==> config.mk <==
export PLATFORM = sky130hd
export DESIGN_NAME = mhf_filter
export DESIGN_NICKNAME = d
export VERILOG_FILES = /design/src/rtl/mhf_pkg.sv /design/src/rtl/mhf_crc.sv /design/src/rtl/mhf_addr_track.sv /design/src/rtl/mhf_filter.sv
export SDC_FILE = /design/constraint.sdc
export NUM_CORES = 1
export LEC_CHECK = 0
export ABC_AREA = 1
export ABC_CLOCK_PERIOD_IN_PS = 3600
export BUFFER_PORTS_ARGS = -buffer_cell sky130_fd_sc_hd__clkbuf_2
export CELL_PAD_IN_SITES_DETAIL_PLACEMENT = 0
export CELL_PAD_IN_SITES_GLOBAL_PLACEMENT = 1
export CORE_ASPECT_RATIO = 1.1
export CORE_MARGIN = 5
export CORE_UTILIZATION = 39
export DETAILED_ROUTE_END_ITERATION = 10
export PLACE_DENSITY = 0.9
export RECOVER_POWER = 100
export SLEW_MARGIN = 20
export SYNTH_ARGS = -nofsm -noshare
export SYNTH_HDL_FRONTEND = slang
export SYNTH_SLANG_ARGS = --single-unit
==> constraint.sdc <==
create_clock -name clk -period 3.6 [get_ports clk]
set_input_delay 0.18 -clock clk [delete_from_list [all_inputs] [get_ports clk]]
set_output_delay 0.18 -clock clk [all_outputs]
set_load 0.02 [all_outputs]
==> src/rtl/mhf_pkg.sv <==
package mhf_pkg;
  localparam int unsigned BYTE_W  = 8;
  localparam int unsigned CRC_W   = 32;
  localparam logic [CRC_W-1:0] CRC_POLY   = 32'h04C1_1DB7;
  localparam logic [CRC_W-1:0] CRC_PRESET = '1;
  localparam int unsigned IDX_W   = 6;
  localparam int unsigned IDX_LSB = 23;
  localparam int unsigned WORD_W  = 32;

  // One byte folded in, bit 0 first, no reflection of the register.
  function automatic logic [CRC_W-1:0] crc_fold_byte(input logic [CRC_W-1:0] c_in,
                                                     input logic [BYTE_W-1:0] b);
    logic [CRC_W-1:0] c;
    c = c_in;
    for (int j = 0; j < BYTE_W; j++) begin
      if (c[CRC_W-1] ^ b[j]) c = (c << 1) ^ CRC_POLY;
      else                   c = c << 1;
    end
    return c;
  endfunction
endpackage

==> src/rtl/mhf_crc.sv <==
module mhf_crc
  import mhf_pkg::*;
(
  input  logic              clk,
  input  logic              rst_n,
  input  logic              take,
  input  logic              first,
  input  logic [BYTE_W-1:0] data,
  output logic [CRC_W-1:0]  crc_next
);
  logic [CRC_W-1:0] crc_q;
  logic [CRC_W-1:0] crc_d;
  logic [CRC_W-1:0] seed;

  always_comb begin
    seed     = first ? CRC_PRESET : crc_q;
    crc_next = crc_fold_byte(seed, data);
    crc_d    = take ? crc_next : crc_q;
  end

  always_ff @(posedge clk or negedge rst_n) begin
    if (!rst_n) crc_q <= CRC_PRESET;
    else        crc_q <= crc_d;
  end
endmodule

==> src/rtl/mhf_addr_track.sv <==
module mhf_addr_track
  import mhf_pkg::*;
#(
  parameter int unsigned ADDR_BYTES = 6,
  localparam int unsigned ADDR_W = ADDR_BYTES * BYTE_W,
  localparam int unsigned CNT_W  = $clog2(ADDR_BYTES + 1)
) (
  input  logic              clk,
  input  logic              rst_n,
  input  logic              addr_valid,
  input  logic              addr_start,
  input  logic [BYTE_W-1:0] addr_byte,
  input  logic [ADDR_W-1:0] station_addr,
  output logic              take,
  output logic              first,
  output logic              last,
  output logic              perf_next,
  output logic              bcast_next,
  output logic              mcast_next
);
  localparam logic [CNT_W-1:0] IDLE_CNT = CNT_W'(ADDR_BYTES);
  localparam logic [CNT_W-1:0] LAST_POS = CNT_W'(ADDR_BYTES - 1);

  logic [CNT_W-1:0] cnt_q, cnt_d, pos;
  logic             perf_q, bcast_q, mcast_q;
  logic [BYTE_W-1:0] st_byte;

  always_comb begin
    first      = addr_valid && addr_start;
    take       = addr_valid && (addr_start || (cnt_q != IDLE_CNT));
    pos        = addr_start ? '0 : cnt_q;
    last       = take && (pos == LAST_POS);
    st_byte    = station_addr[pos*BYTE_W +: BYTE_W];
    perf_next  = (first ? 1'b1 : perf_q)  && (addr_byte == st_byte);
    bcast_next = (first ? 1'b1 : bcast_q) && (addr_byte == '1);
    mcast_next = first ? addr_byte[0] : mcast_q;
    cnt_d      = take ? pos + CNT_W'(1) : cnt_q;
  end

  always_ff @(posedge clk or negedge rst_n) begin
    if (!rst_n) begin
      cnt_q   <= IDLE_CNT;
      perf_q  <= 1'b0;
      bcast_q <= 1'b0;
      mcast_q <= 1'b0;
    end else begin
      cnt_q <= cnt_d;
      if (take) begin
        perf_q  <= perf_next;
        bcast_q <= bcast_next;
        mcast_q <= mcast_next;
      end
    end
  end
endmodule

==> src/rtl/mhf_filter.sv <==
module mhf_filter
  import mhf_pkg::*;
#(
  parameter int unsigned ADDR_BYTES = 6,
  localparam int unsigned ADDR_W = ADDR_BYTES * BYTE_W
) (
  input  logic              clk,
  input  logic              rst_n,
  input  logic              addr_valid,
  input  logic              addr_start,
  input  logic [7:0]        addr_byte,
  input  logic [ADDR_W-1:0] station_addr,
  input  logic [31:0]       hash_lo,
  input  logic [31:0]       hash_hi,
  input  logic              en_perfect,
  input  logic              en_mcast,
  input  logic              en_bcast,
  output logic              dec_valid,
  output logic              accept,
  output logic [5:0]        hash_idx
);
  localparam int unsigned TBL_BITS = 2 * WORD_W;

  logic              take, first, last;
  logic              perf_next, bcast_next, mcast_next;
  logic [CRC_W-1:0]  crc_next;
  logic [TBL_BITS-1:0] table_bits;
  logic [IDX_W-1:0]  idx_d;
  logic              hit_d, accept_d;

  mhf_addr_track #(.ADDR_BYTES(ADDR_BYTES)) u_track (
    .clk(clk), .rst_n(rst_n),
    .addr_valid(addr_valid), .addr_start(addr_start), .addr_byte(addr_byte),
    .station_addr(station_addr),
    .take(take), .first(first), .last(last),
    .perf_next(perf_next), .bcast_next(bcast_next), .mcast_next(mcast_next)
  );

  mhf_crc u_crc (
    .clk(clk), .rst_n(rst_n),
    .take(take), .first(first), .data(addr_byte),
    .crc_next(crc_next)
  );

  // Broadcast is resolved ahead of the hash lookup.
  always_comb begin
    table_bits = {hash_hi, hash_lo};
    idx_d      = crc_next[IDX_LSB +: IDX_W];
    hit_d      = table_bits[idx_d];
    accept_d   = (en_perfect && perf_next) ||
                 (bcast_next ? en_bcast : (mcast_next && en_mcast && hit_d));
  end

  always_ff @(posedge clk or negedge rst_n) begin
    if (!rst_n) begin
      dec_valid <= 1'b0;
      accept    <= 1'b0;
      hash_idx  <= '0;
    end else begin
      dec_valid <= last;
      if (last) begin
        accept   <= accept_d;
        hash_idx <= idx_d;
      end
    end
  end
endmodule

==> flow_summary.toml <==
[drt]
drt-wirelength-per-cell_um = 14.4
num_vias = 4284
final_antenna_net_count = 0
drt_first_pass_iters = 5
drt_iter0_markers = 296
wirelength_um = 12500
post-route-drc-count = 0
viasPerCell = 4.94

[sta]
period_share_pct = 76.1
tns_ns = 0
finalClockSkew_ns = 0.00330
worst_slew_pin_slew_ns = 1.88
relSlewSlack_pct = -25.4
fmax_ghz = 0.365
min_period_ns = 2.74
rsz0062_at_grt = "no"
setup_violations = 0
hold_viol = 0
maxSlewViolCount = 36

[synth]
ys_seq_elements = 46
ys_types = 37
synth_area_leaders = "dfstp_2, nand2_1, nand3_1"
synthArstFlopShare_pct = 100
synth_most_common_cell = "nand2_1"
syn_avg_cell_area_um2 = 6.84
synth_edf_count = 0
syn-cell-area_um2 = 4120
synth_fp_nets = 731
yosysSeqAreaShare_pct = 29.0
netlist.area_leader.share_pct = 21.7
synthTopCellsByCount = "nand2_1, nand3_1, o21ai_0"
synthCells = 602
ys.flop_type = "dfstp_2"
synth_top_area_cell = "dfstp_2"
synth-warning-count = 0

[die]
start_util_pct = 39.8
rows = 39
pin_count = 135
core_area_um2 = 10300
fp.dieArea_um2 = 12700
die_w_um = 108
dieHeight_um = 118

[worst_setup_path]
start_kind = "register"
cpMostUsedCell = "nor2_1"
startpoint = "u_track.cnt_q[2]$_DFFE_PN1P_"
path_buf_inv = 2
worst-path-stages = 12
slowest_stage = "dfstp_1"
timing.rr.end = "accept$_DFFE_PN0P_"
r2r_slack_ns = 0.86
cp.arrival_ns = 2.95
crit_chain = "inv_1, nor2_1, inv_1, nor2_1, o21ai_0, o21ai_0, o22ai_1, nor2_1, nand3_1, nor2_1, a21oi_1, a21oi_1"
critPathMaxFanout = 8
crit_family = "simple AND/OR/NAND/NOR gates"
crit_path_end_kind = "register"
endpoint = "accept$_DFFE_PN0P_"
critical_path_class = "register to register"
r2r-start = "u_track.cnt_q[2]$_DFFE_PN1P_"
cpPeakStageDelay_ns = 0.53
required_ns = 3.81
r2r_cells = 12

[clock_network]
cts_setup_buffers = 0
cts_tree = "yes"
cts_buffer_depth = 2
cts.htree.levels = 2
clock_latency_ns = 0.29
clk_pin_slew_ns = 0.06
post_cts_resize_count = 0
numCtsBuffers = 5
cts_root_buffer = "clkbuf_16"
clock-sinks = 46
cts_hold_buffers = 0

[pwr]
peakVddDrop_v = 0.000352
clkPwrFrac_pct = 13.1
p_int_mw = 2.35
power.density_nw_per_um2 = 899
p_switching_mw = 2.16
p_sw_share_pct = 47.9
pwr-share-comb_pct = 64.8
power_frac_seq_pct = 22.1
p_leak_nw = 2.50

[layout]
final_cells = 868
layout-drive-gt1-share_pct = 28.4
antenna_cells = 0
syn2layout_area_growth_pct = 22.0
n_fill_cell = 1088
final_nets = 853

[global_route]
grt_pass1_vias = 4295
grtUsageTotal_pct = 19.5
antenna_found_initial = 0
overflow = 0
grt_first_pass_wirelength_um = 20300
grt_max_degree = 62

[status]
violations = "max-capacitance violations, max-slew violations"
status = "complete, but fails checks"

[place]
io_buffers = 134
place.gp.congestion = 0.836
dp_cells = 860
dp_hpwl_um = 9820

[hold_path]
min_path_type = "input pin to register"

[job]
maxCapViolCount = 1
## power groups by stage
stage                     clock network, mW  logic [mW]  registers [mW]
final                                 0.589        2.93           0.998
after global routing                  0.622        3.26            1.03
after CTS                             0.599        2.96            1.00
after detailed placement                  0        2.94            1.00
after global placement                    0        2.90           0.996
after floorplan                           0        2.32            1.00
## stage by stage
step           hold WS, ns  instance area (um^2)  setup WS, ns  util [%]  power, mW
2_1_floorplan       -0.116                  4120          1.43         -       3.32
3_3_place_gp         0.342                  4880         0.975      47.1       3.90
3_5_place_dp         0.353                  4880         0.879      47.1       3.95
4_1_cts             0.0399                  5070         0.866      49.0       4.56
5_1_grt              0.273                  5020         0.548      48.6       4.91
6_report             0.270                  5020         0.859      48.6       4.51
## cell usage in the layout, fill, tap and decap left out, types with 3 or more instances in the layout
master,netlist,final
nand3_2,4,4
nand2_1,186,186
inv_2,3,3
xor2_1,37,38
xnor2_1,19,19
nor2_1,33,33
o21ai_0,54,54
a21oi_1,4,4
clkbuf_16,0,5
clkbuf_1,13,11
dfstp_2,34,32
o211ai_1,3,3
clkbuf_2,0,126
inv_1,44,44
dfrtp_1,12,12
nand3_1,98,98
nand2_4,7,7
nand2_2,13,13
or2_2,4,4
## sequential cells by signal (all words and copies together), names as in the netlist
name,count
u_track.perf_q,1
u_track.bcast_q,1
hash_idx,6
accept,1
u_track.mcast_q,1
u_track.cnt_q,3
dec_valid,1
u_crc.crc_q,32
## logic make-up after synthesis
group	after synthesis	synth area share, %
AO/OA/AOI/OAI	69	9.12
XOR/XNOR	63	15.5
adder cells (fa/ha/maj)	2	0.608
buffers and inverters	73	7.84
flip-flops	46	29.0
AND/OR/NAND/NOR	349	38.0
## worst min path at each step
stage / startpoint / endpoint / slack, ns / cells past startpoint
global route: en_perfect / accept$_DFFE_PN0P_ / 0.27 / 3
finish: en_perfect / accept$_DFFE_PN0P_ / 0.27 / 3
detailed placement: rst_n / accept$_DFFE_PN0P_ / 0.35 / 1
CTS: rst_n / accept$_DFFE_PN0P_ / 0.04 / 1
global placement: rst_n / accept$_DFFE_PN0P_ / 0.34 / 1
floorplan: rst_n / accept$_DFFE_PN0P_ / -0.12 / 0
## metal layers
metal  global-route usage, %  wire length [um]
met5                       0                 0
met4                    5.84               259
met3                    2.58               777
met2                    34.6              6070
met1                    24.2              5400
## worst min-delay path, cell delays in order
cell and delay [ns]:
clkbuf_2 0.09, a21oi_1 0.08, a21oi_1 0.16
## cell type report
type / instances / area (um^2) / area share [%]
Inverter: 49 / 186 / 3.71
Sequential cell: 46 / 1190 / 23.8
Multi-Input combinational cell: 483 / 2590 / 51.5
Clock buffer: 5 / 125 / 2.49
Tap cell: 143 / 179 / 3.56
Clock inverter: 3 / 63.8 / 1.27
Timing Repair Buffer: 139 / 687 / 13.7
No activity file was read; power rests on OpenSTA's default activity.
